==> src/rtl/ort_pkg.sv <==
package ort_pkg;
    typedef enum logic [1:0] {
        RQ_READ  = 2'd0,
        RQ_READX = 2'd1,
        RQ_UPGR  = 2'd2
    } req_kind_t;

    typedef enum logic [1:0] {
        ACT_IDLE  = 2'd0,
        ACT_ISSUE = 2'd1,
        ACT_GRAB  = 2'd2,
        ACT_WAIT  = 2'd3
    } act_t;

    typedef enum logic [1:0] {
        SL_FREE  = 2'd0,
        SL_PEND  = 2'd1,
        SL_KNOWN = 2'd2
    } slot_st_t;
endpackage

==> src/rtl/ort_slot.sv <==
module ort_slot
    import ort_pkg::*;
#(
    parameter int BLK_W = 26
) (
    input  logic             clk,
    input  logic             rst_n,
    input  logic             alloc,
    input  logic [BLK_W-1:0] alloc_blk,
    input  logic [1:0]       alloc_kind,
    input  logic             alloc_mine,
    input  logic             release_i,
    input  logic             grab_i,
    input  logic             snp_i,
    input  logic [1:0]       snp_st,
    input  logic [BLK_W-1:0] bus_blk,
    input  logic [BLK_W-1:0] cpu_blk,
    output logic             occ,
    output logic             hit_bus,
    output logic             hit_cpu,
    output logic [1:0]       kind_o,
    output logic             orig_o,
    output logic             grab_o,
    output logic             known_o,
    output logic [1:0]       cst_o
);
    slot_st_t         st_q, st_d;
    logic [BLK_W-1:0] blk_q;
    logic [1:0]       kind_q;
    logic             orig_q, grab_q;
    logic [1:0]       cst_q;

    always_ff @(posedge clk) begin
        if (!rst_n) st_q <= SL_FREE;
        else        st_q <= st_d;
    end

    always_comb begin
        st_d = st_q;
        unique case (st_q)
            SL_FREE:  if (alloc) st_d = SL_PEND;
            SL_PEND: begin
                if (alloc)          st_d = SL_PEND;
                else if (release_i) st_d = SL_FREE;
                else if (snp_i)     st_d = SL_KNOWN;
            end
            SL_KNOWN: begin
                if (alloc)          st_d = SL_PEND;
                else if (release_i) st_d = SL_FREE;
            end
            default: st_d = SL_FREE;
        endcase
    end

    always_ff @(posedge clk) begin
        if (!rst_n) begin
            blk_q  <= '0;
            kind_q <= '0;
            orig_q <= 1'b0;
            grab_q <= 1'b0;
            cst_q  <= '0;
        end else if (alloc) begin
            blk_q  <= alloc_blk;
            kind_q <= alloc_kind;
            orig_q <= alloc_mine;
            grab_q <= 1'b0;
            cst_q  <= '0;
        end else begin
            if (grab_i) grab_q <= 1'b1;
            if (snp_i && st_q != SL_FREE) cst_q <= snp_st;
        end
    end

    always_comb begin
        occ     = (st_q != SL_FREE);
        hit_bus = occ && (blk_q == bus_blk);
        hit_cpu = occ && (blk_q == cpu_blk);
        kind_o  = kind_q;
        orig_o  = orig_q;
        grab_o  = grab_q;
        known_o = (st_q == SL_KNOWN);
        cst_o   = cst_q;
    end

    AST_RSP_FREES_SLOT: assert property (@(posedge clk) disable iff (!rst_n)
        (release_i && !alloc) |=> (st_q == SL_FREE));
    AST_ALLOC_PENDING: assert property (@(posedge clk) disable iff (!rst_n)
        alloc |=> (st_q == SL_PEND && !grab_q));
endmodule

==> src/rtl/ort_pick.sv <==
module ort_pick #(
    parameter int DEPTH = 8,
    localparam int TAG_W = $clog2(DEPTH)
) (
    input  logic [DEPTH-1:0] occ_v,
    output logic [TAG_W-1:0] free_idx,
    output logic             any_free
);
    always_comb begin
        free_idx = '0;
        for (int i = DEPTH - 1; i >= 0; i--) begin
            if (!occ_v[i]) free_idx = TAG_W'(i);
        end
        any_free = ~&occ_v;
    end
endmodule

==> src/rtl/split_req_table.sv <==
module split_req_table
    import ort_pkg::*;
#(
    parameter int DEPTH = 8,
    parameter int BLK_W = 26,
    localparam int TAG_W = $clog2(DEPTH)
) (
    input  logic             clk,
    input  logic             rst_n,
    input  logic             bus_req_valid,
    input  logic [TAG_W-1:0] bus_req_tag,
    input  logic [BLK_W-1:0] bus_req_blk,
    input  logic [1:0]       bus_req_kind,
    input  logic             bus_req_mine,
    output logic             req_nack,
    input  logic             bus_rsp_valid,
    input  logic [TAG_W-1:0] bus_rsp_tag,
    output logic             rsp_take,
    output logic             rsp_shared,
    output logic             rsp_known,
    output logic [1:0]       rsp_state,
    input  logic             snp_valid,
    input  logic [TAG_W-1:0] snp_tag,
    input  logic [1:0]       snp_state,
    input  logic             cpu_valid,
    input  logic [BLK_W-1:0] cpu_blk,
    input  logic             cpu_write,
    output logic [1:0]       cpu_act,
    output logic [TAG_W-1:0] cpu_tag,
    output logic             table_full
);
    logic [DEPTH-1:0]      occ_v, hit_bus_v, hit_cpu_v;
    logic [DEPTH-1:0]      alloc_v, rel_v, grab_set_v, snp_v;
    logic [DEPTH-1:0]      orig_v, grab_v, known_v;
    logic [DEPTH-1:0][1:0] kind_v, cst_v;
    logic [TAG_W-1:0]      free_idx;
    logic                  any_free;
    act_t                  act;
    logic [1:0]            hit_kind;
    logic                  hit_any, hit_dying;

    assign req_nack = bus_req_valid && (|hit_bus_v);

    for (genvar i = 0; i < DEPTH; i++) begin : g_slot
        assign alloc_v[i]    = bus_req_valid && !req_nack && (bus_req_tag == TAG_W'(i));
        assign rel_v[i]      = bus_rsp_valid && (bus_rsp_tag == TAG_W'(i));
        assign snp_v[i]      = snp_valid && (snp_tag == TAG_W'(i));
        assign grab_set_v[i] = hit_cpu_v[i] && (act == ACT_GRAB);

        ort_slot #(.BLK_W(BLK_W)) u_slot (
            .clk       (clk),
            .rst_n     (rst_n),
            .alloc     (alloc_v[i]),
            .alloc_blk (bus_req_blk),
            .alloc_kind(bus_req_kind),
            .alloc_mine(bus_req_mine),
            .release_i (rel_v[i]),
            .grab_i    (grab_set_v[i]),
            .snp_i     (snp_v[i]),
            .snp_st    (snp_state),
            .bus_blk   (bus_req_blk),
            .cpu_blk   (cpu_blk),
            .occ       (occ_v[i]),
            .hit_bus   (hit_bus_v[i]),
            .hit_cpu   (hit_cpu_v[i]),
            .kind_o    (kind_v[i]),
            .orig_o    (orig_v[i]),
            .grab_o    (grab_v[i]),
            .known_o   (known_v[i]),
            .cst_o     (cst_v[i])
        );
    end

    ort_pick #(.DEPTH(DEPTH)) u_pick (
        .occ_v   (occ_v),
        .free_idx(free_idx),
        .any_free(any_free)
    );

    always_comb begin
        hit_kind = '0;
        for (int i = 0; i < DEPTH; i++) begin
            if (hit_cpu_v[i]) hit_kind = hit_kind | kind_v[i];
        end
        hit_any   = |hit_cpu_v;
        hit_dying = |(hit_cpu_v & rel_v);
    end

    always_comb begin
        act = ACT_IDLE;
        if (cpu_valid) begin
            if (hit_any) begin
                if (!hit_dying && !cpu_write && hit_kind == RQ_READ) act = ACT_GRAB;
                else                                                 act = ACT_WAIT;
            end else if (any_free) begin
                act = ACT_ISSUE;
            end else begin
                act = ACT_WAIT;
            end
        end
    end

    always_comb begin
        cpu_act    = act;
        cpu_tag    = free_idx;
        table_full = !any_free;
        rsp_take   = bus_rsp_valid && occ_v[bus_rsp_tag] &&
                     (orig_v[bus_rsp_tag] || grab_v[bus_rsp_tag]);
        rsp_shared = bus_rsp_valid && occ_v[bus_rsp_tag] &&
                     grab_v[bus_rsp_tag] && !orig_v[bus_rsp_tag];
        rsp_known  = bus_rsp_valid && known_v[bus_rsp_tag];
        rsp_state  = bus_rsp_valid ? cst_v[bus_rsp_tag] : 2'd0;
    end

    AST_SINGLE_MATCH: assert property (@(posedge clk) disable iff (!rst_n)
        $onehot0(hit_cpu_v));
    AST_GRAB_ONLY_READ: assert property (@(posedge clk) disable iff (!rst_n)
        (cpu_act == ACT_GRAB) |-> (hit_any && !cpu_write));
    AST_ISSUE_SLOT_FREE: assert property (@(posedge clk) disable iff (!rst_n)
        (cpu_act == ACT_ISSUE) |-> !occ_v[cpu_tag]);
    AST_SHARED_IS_TAKER: assert property (@(posedge clk) disable iff (!rst_n)
        rsp_shared |-> rsp_take);
    AST_NACK_NO_ALLOC: assert property (@(posedge clk) disable iff (!rst_n)
        req_nack |-> (alloc_v == '0));
endmodule

==> config.mk <==
export PLATFORM = sky130hd
export DESIGN_NAME = split_req_table
export DESIGN_NICKNAME = d
export VERILOG_FILES = /design/src/rtl/ort_pkg.sv /design/src/rtl/ort_slot.sv /design/src/rtl/ort_pick.sv /design/src/rtl/split_req_table.sv
export SDC_FILE = /design/constraint.sdc
export NUM_CORES = 1
export LEC_CHECK = 0
export ABC_AREA = 1
export BUFFER_PORTS_ARGS = -buffer_cell sky130_fd_sc_hd__buf_2
export CORE_ASPECT_RATIO = 1.5
export CORE_MARGIN = 4
export CORE_UTILIZATION = 40
export DETAILED_ROUTE_END_ITERATION = 7
export PLACE_DENSITY_LB_ADDON = 0.05
export SLEW_MARGIN = 20
export SYNTH_ARGS = -nofsm -noshare
export SYNTH_HDL_FRONTEND = slang
export SYNTH_SLANG_ARGS = --single-unit
export TNS_END_PERCENT = 5
==> constraint.sdc <==
create_clock -name clk -period 5.33 [get_ports clk]
set_input_delay 0.2665 -clock clk [delete_from_list [all_inputs] [get_ports clk]]
set_output_delay 0.2665 -clock clk [all_outputs]
set_load 0.05 [all_outputs]
==> impl_results.md, run 1 <==
* CTS tree: done
* Die X at 185 microns
* Antenna-violating nets left at 0
* Number of synthesized flops with an enable pin at 0
* Layout cells sized above 1 at under 10%
* Synth warn at 0
* Sequential share of power at 38.8%
* Critical path's slowest cell: nor2_1
* Setup ws final at 1.29 ns
* Initial antenna violation count at 4
* PwrDens at 279 nW/um^2
* Static Leak at 10.5 nW
* Final Hold Violating Endpoints at 0
* Clock latency at the later pin of the worst-skew pair at 0.57 ns
* Crit path largest cell delay at approximately 0.70 ns
* Bufs and invs on worst path at 2
* TritonCTS Buffers at 34
* Max-slew violations at 0
* Comb pwr share at 18.4%
* Crit-path cells: nor2_1 > inv_1 > nand4_1 > nor2_1 > nand3_1 > nor2_1 > o21ai_0 > nand2_1 > nor2_1 > nand2_1 > nor2_2 > nor2_1 > buf_2
* CTS Root Cell: clkbuf_16
* GPL Wtd Cong at 1.06
* Main synth FF type: dfxtp_1
* Max frequency at between 200 and 250 MHz
* Clock Tree Buf Depth at 3
* Endpoints failing setup at 0
* Final Non-Filler Cells at slightly below 4000
* Clock Sinks at 272
* Gate Count Post-Synth at 3358
* Starting density of the core at 40.4%
* Row count at 97
* Peak fanout along the critical path at 9
* DP HPWL at 78000 microns
* Die Span Y at about 270 microns
* Status: finished clean
* Post-CTS Setup Inserts at 0
* Sw power at 0.00189 W
* Sw frac at 33.6%
* Internal power at roughly 0.0037 W
* Critical path type: flip-flop to primary output
* Vias/cell at between 5 and 6
* Die area at 50700 sq um
* Worst-Margin Slew at 0.959 ns
* Clk network pwr share at 42.8%
* First DRT Iteration DRCs at 2619
* Via count at 21921
* CP startpoint kind: flip-flop
* Wirelength per Cell at between 20 and 30 microns
* Synthesized area at 18800 sq um
* Seq cells post-synth at about 270
* WP data arrival at between 3 and 4 ns
* Layout Skew at 0.0203 ns
* Post-cts gate resize count at 0
* Part of the cycle the worst path needs at 75.7%
* VDD IR max at roughly 0.22 mV
* Syn Nets at ~3400
* Tot GR Track Use at about 41%
* H-tree level count at 2
* Sequential fraction of the synthesis area at 28.9%
* Max cap viols at 0
* Layout fillers at between 5000 and 6000
* Top delay family on crit path: simple AND/OR/NAND/NOR gates
* Cells after DPL at 3893
* DR DRC count at 0
* # port buffers at 84
* Core area at ~47000 sq um
* Total Routed Length at 105000 microns
* Global-route wire length before repair at 146000 microns
* CP dominant cell by count: nor2_1
* Grt ovf at 0
* Nets at 3408
* Crit path time final at 4.04 ns
* Worst rel slew slack at between 30% and 40%
* Critical Path RT at a little over 5 ns
* FFs w/ async S/R, synth at 0%
* Worst slack at placement at 1.28 ns
* Hold-fix buffers, CTS at 0
* Yosys cell types at 39
* Largest net degree at the start of global routing at approximately 140
* TritonRoute pass-1 iters at 7
* Worst hold path type: primary input to flip-flop
* I/O pin count at 85
* Post-Syn Area per Cell at 5.61 sq um
* Area Overhead vs Synth at 7.22%
* Clk pin slew, worst setup/hold paths at 0.06 ns
* Number of global-route vias before repair at 20596
* Final setup TNS at 0 ns
* CP Capture Type: primary output
* Unrepaired setup endpoints after global routing: false
worst register-to-register path: cells and delay by family, from the launching register on:
| kind | cells | cell delay [ns] |
|---|---|---|
| and+or+nand+nor | 13 | 2.42 |
| DFF | 1 | 0.57 |
| buffers and inverters | 1 | 0.32 |
| AOI/OAI and AO/OA | 1 | 0.25 |
cells by family after synthesis:
group / count (synthesis) / synth area share, %
AOI/OAI and AO/OA: 200 / 5.81
xor gates and xnor gates: 99 / 4.60
buffers and inverters: 550 / 13.3
DFF: 272 / 28.9
muxes: 4 / 0.213
and+or+nand+nor: 2233 / 47.1
power groups by stage:
stage	registers [W]	logic [W]	clock network, W
finish	0.00218	0.00103	0.00241
global route	0.00219	0.00109	0.00250
CTS	0.00218	0.000997	0.00242
floorplan	0.00219	0.000615	0
detailed placement	0.00222	0.000993	0
global placement	0.00222	0.000991	0
area by class of cell:
| class | count | area, sq um | share of cell area (%) |
|---|---|---|---|
| multi-input cells | 2536 | 10900 | 53.9 |
| flip-flops and latches | 272 | 5450 | 27.0 |
| inverters | 394 | 1480 | 7.33 |
| clock buffers | 53 | 1080 | 5.33 |
| well taps | 594 | 743 | 3.68 |
| repair buffers | 97 | 539 | 2.67 |
| clock inverters | 5 | 25.0 | 0.124 |
| diodes | 3 | 7.51 | 0.0372 |
per-stage QoR:
stage	instance area, sq um	power, W	utilization [%]	hold slack (ns)
after floorplan	18800	0.00281	-	0.426
after global placement	19100	0.00322	40.9	0.444
after detailed placement	19100	0.00322	40.9	0.455
after CTS	20200	0.00560	43.3	0.112
after global routing	20200	0.00578	43.3	0.130
final	20200	0.00563	43.3	0.121
synthesized netlist by cell type (5+ instances only):
cell	count	area (sq um)
inv_2	18	67.6
o21ai_0	89	445
nor3_1	24	120
dfxtp_1	272	5450
xnor2_1	68	596
nand2_1	1256	4710
o22ai_1	15	93.8
nor2_1	778	2920
xor2_1	31	272
nand3_1	68	340
inv_1	375	1410
a21oi_1	43	215
nor4_1	7	43.8
a22oi_1	5	37.5
buf_6	31	349
o21ai_1	30	150
buf_2	90	450
nand3_4	8	140
nand4_1	84	526
buf_4	26	195
flip-flops by register name (all words and copies together), names as in the netlist:
signal	flops
g_slot.u_slot.cst_o	16
g_slot.u_slot.kind_o	16
g_slot.u_slot.grab_o	8
g_slot.u_slot.orig_o	8
g_slot.u_slot.blk_q	208
g_slot.u_slot.st_q	16
placed cells by master, fill, tap and decap left out, drive strengths merged:
| master | Yosys | layout |
|---|---|---|
| o21a | 2 | 2 |
| a22oi | 5 | 5 |
| xor2 | 31 | 31 |
| diode | 0 | 3 |
| o221ai | 4 | 4 |
| a22o | 3 | 3 |
| o21bai | 1 | 1 |
| and2 | 1 | 1 |
| nand4 | 84 | 84 |
| o32ai | 1 | 1 |
| nor3 | 24 | 24 |
| nor4 | 7 | 7 |
| o21ai | 119 | 119 |
| inv | 393 | 393 |
| dfxtp | 272 | 272 |
| nand3b | 2 | 2 |
| a221oi | 2 | 2 |
| clkinv | 1 | 6 |
| o22ai | 15 | 15 |
| or4 | 1 | 1 |
| mux2i | 4 | 4 |
| a21oi | 43 | 43 |
| o2111ai | 3 | 3 |
| buf | 149 | 96 |
| o211ai | 2 | 2 |
| nor2 | 781 | 781 |
| nand2 | 1257 | 1257 |
| clkbuf | 7 | 54 |
| nand3 | 76 | 76 |
| xnor2 | 68 | 68 |
metal layers:
layer | share of wire [%] | vias to the layer above | track usage [%]
met5 | 0.030 | - | 0
li1 | - | 10093 | -
met1 | 36 | 10096 | 47.1
met4 | 10 | 4 | 31.5
met2 | 45 | 1312 | 65.6
met3 | 8.5 | 416 | 6.77
final timing paths:
path,slack (ns),cells after the start,endpoint,from
hold / removal,0.12,3,g_slot[5].u_slot.cst_o[0],snp_state[0]
setup reg to reg,1.70,15,g_slot[6].u_slot.st_q[0],g_slot[6].u_slot.blk_q[19]
hold reg to reg,0.46,2,g_slot[7].u_slot.grab_o,g_slot[7].u_slot.grab_o
setup / recovery,1.29,13,cpu_act[0],g_slot[1].u_slot.st_q[1]
Note: power is estimated with default switching activity, not from simulation.
==> inputs of run 2 (changes only) <==
==> constraint.sdc (replaced) <==
create_clock -name clk -period 4 [get_ports clk]
set_input_delay 0.2 -clock clk [delete_from_list [all_inputs] [get_ports clk]]
set_output_delay 0.2 -clock clk [all_outputs]
set_load 0.05 [all_outputs]
==> impl_results.md, run 2 (synthesized netlist as in run 1, its figures left out) <==
* Max frequency at 276 MHz
* Final setup TNS at 0 ns (unchanged)
* Crit-path cells: xnor2_1 > nand2_1 > nor2_1 > nand2_1 > nor2_1 > nand2_1 > nand2_1 > nor2_1 > nand2_1 > nand3_1 > nor2_2 > nor2_1 > buf_2
* Area Overhead vs Synth at 10.4%
* Critical path's slowest cell: xnor2_1
* Tot GR Track Use at 41.7% (+1.2 points)
* CP startpoint kind: flip-flop
* CTS tree: done
* Via count at 22433 (+2.3%)
* Grt ovf at 0 (unchanged)
* TritonCTS Buffers at 34 (unchanged)
* CP dominant cell by count: nand2_1
* Worst rel slew slack at 30.6% (-5.2 points)
* Starting density of the core at 40.4% (unchanged)
* Initial antenna violation count at 2 (-2)
* WP data arrival at 3.42 ns (-0.35 ns)
* Commonest cells after routing, fill and taps aside: 1256 x nand2_1, 778 x nor2_1, 375 x inv_1
* Hold Startpoint: bus_req_blk[14]
* Wirelength per Cell at 27.0 microns (+1.6%)
* Clock latency at the later pin of the worst-skew pair at 0.56 ns (about the same)
* CP Capture Type: primary output
* VDD IR max at 0.324 mV (+50%)
* CTS Root Cell: clkbuf_16
* Core area at 46600 sq um (unchanged)
* Critical Path RT at 3.80 ns (-1.26 ns)
* Clock Sinks at 272 (unchanged)
* Antenna-violating nets left at 0 (unchanged)
* Die area at 50700 sq um (unchanged)
* Worst-Margin Slew at 1.03 ns (+0.0722 ns)
* Max cap viols at 0 (unchanged)
* Part of the cycle the worst path needs at 90.5%
* Layout fillers at 5158 (-2.7%)
* Global-route wire length before repair at 150000 microns (+2.9%)
* Nets at 3475 (+2.0%)
* TritonRoute pass-1 iters at 8 (+1)
* Final Hold Violating Endpoints at 0 (unchanged)
* Worst hold path type: primary input to flip-flop
* Worst Setup SP: g_slot[2].u_slot.blk_q[16]
* PwrDens at 364 nW/um^2 (+30%)
* Top delay family on crit path: simple AND/OR/NAND/NOR gates
* Die Span Y at 274 microns (unchanged)
* Comb pwr share at 19.2% (+0.8 points)
* Die X at 185 microns (unchanged)
* Max-slew violations at 0 (unchanged)
* Final Util at 44.6% (+1.3 points)
* DR DRC count at 0 (unchanged)
* Unrepaired setup endpoints after global routing: false
* I/O pin count at 85 (unchanged)
* Max reg flops at 208 (unchanged)
* Commonest non-fill, non-tap cell in the layout: nand2_1
* Crit path largest cell delay at 0.48 ns (-0.22 ns)
* Worst slack at placement at 0.376 ns (-0.903 ns)
* Sequential share of power at 38.5% (-0.3 points)
* Peak fanout along the critical path at 5 (-4)
* Row count at 97 (unchanged)
* Internal power at 0.00499 W (+34%)
* Sw frac at 34.0% (+0.41 points)
* Clk network pwr share at 42.3% (-0.5 points)
* Layout Skew at 0.0233 ns (+0.00296 ns)
* Sw power at 0.00257 W (+36%)
* DP HPWL at 82100 microns (+5.2%)
* Critical path type: flip-flop to primary output
* Post-CTS Setup Inserts at 0 (unchanged)
* Crit path time final at approximately 3.6 ns
* First DRT Iteration DRCs at 2739 (+4.6%)
* Layout cells sized above 1 at 7.18% (+1.9 points)
* Largest net degree at the start of global routing at 108 (-24%)
* H-tree level count at 2 (unchanged)
* Clock Tree Buf Depth at 3 (unchanged)
* Vias/cell at 5.58 (+0.63%)
* GPL Wtd Cong at 1.10 (+3.7%)
* Status: finished clean
* Clk pin slew, worst setup/hold paths at 0.06 ns (about the same)
* Total Routed Length at 108000 microns (+3.4%)
* Largest Register: g_slot.u_slot.blk_q
* Number of global-route vias before repair at 21273 (+3.3%)
* Endpoints failing setup at 0 (unchanged)
* Static Leak at 10.9 nW (+3.4%)
* # port buffers at 84 (unchanged)
* Bufs and invs on worst path at 1 (-1)
* Setup ws final at 0.379 ns (-0.914 ns)
* Reg2reg start: g_slot[2].u_slot.blk_q[16]
[run 2: cell count changes in the layout (fill, tap and decap cells not counted), moves of 2 or more]
| cell | delta |
|---|---|
| clkbuf_1 | -2 |
| inv_6 | +3 |
| buf_12 | +8 |
| buf_4 | +58 |
| clkbuf_16 | -3 |
[run 2: worst register-to-register path, cell delays in order (launching register included)]
cell     delay [ns]
dfxtp_1        0.35
xnor2_1        0.48
nand2_1        0.11
nor2_1         0.40
nand2_1        0.15
nor2_1         0.36
nand2_1        0.18
nand2_1        0.13
nor2_1         0.07
nand2_1        0.06
nand3_1        0.08
nor2_2         0.24
buf_4          0.20
nand3_1        0.09
a21oi_1        0.15
[run 2: metrics by stage]
step           cell area, sq um  total power [W]  hold slack (ns)  instances
2_1_floorplan             18800          0.00374            0.359       3358
5_1_grt                   20800          0.00776           0.0288       4018
4_1_cts                   20800          0.00751          0.00564       4018
3_3_place_gp              19700          0.00435            0.451       3959
3_5_place_dp              19700          0.00436            0.445       3959
6_report                  20800          0.00756           0.0181       4021
[run 2: repair_timing]
item,CTS,global route
resized for setup,0,0
endpoints found under the hold margin,4,0
hold buffers,1,0
[run 2: layout make-up]
| type | instances | area (sq um) | area share [%] |
|---|---|---|---|
| repair buffers | 164 | 1140 | 5.51 |
| flip-flops and latches | 272 | 5450 | 26.2 |
| diodes | 3 | 7.51 | 0.0361 |
| clock buffers | 49 | 1010 | 4.84 |
| clock inverters | 9 | 92.6 | 0.445 |
| multi-input cells | 2536 | 10900 | 52.3 |
| inverters | 394 | 1480 | 7.11 |
| well taps | 594 | 743 | 3.57 |
[run 2: path summary, 6_finish.rpt]
kind	end	slack [ns]	cells after the start
max	cpu_act[0]	0.38	13
min	g_slot[3].u_slot.blk_q[14]	0.02	3
max reg2reg	g_slot[6].u_slot.grab_o	0.88	14
min reg2reg	g_slot[5].u_slot.grab_o	0.46	2
[run 2: power groups by stage]
stage / Sequential (W) / Clock (W) / Combinational, W
finish: 0.00291 / 0.00320 / 0.00146
global route: 0.00292 / 0.00332 / 0.00153
CTS: 0.00291 / 0.00321 / 0.00140
detailed placement: 0.00296 / 0 / 0.00139
global placement: 0.00296 / 0 / 0.00139
floorplan: 0.00292 / 0 / 0.000820
[run 2: routing by layer]
layer	share of wire (%)	GRT usage [%]	vias to the layer above
li1	-	-	10219
met1	35	46.9	10297
met2	44	66.2	1425
met3	9.6	8.59	488
met4	11	36.3	4
met5	0.026	0	-
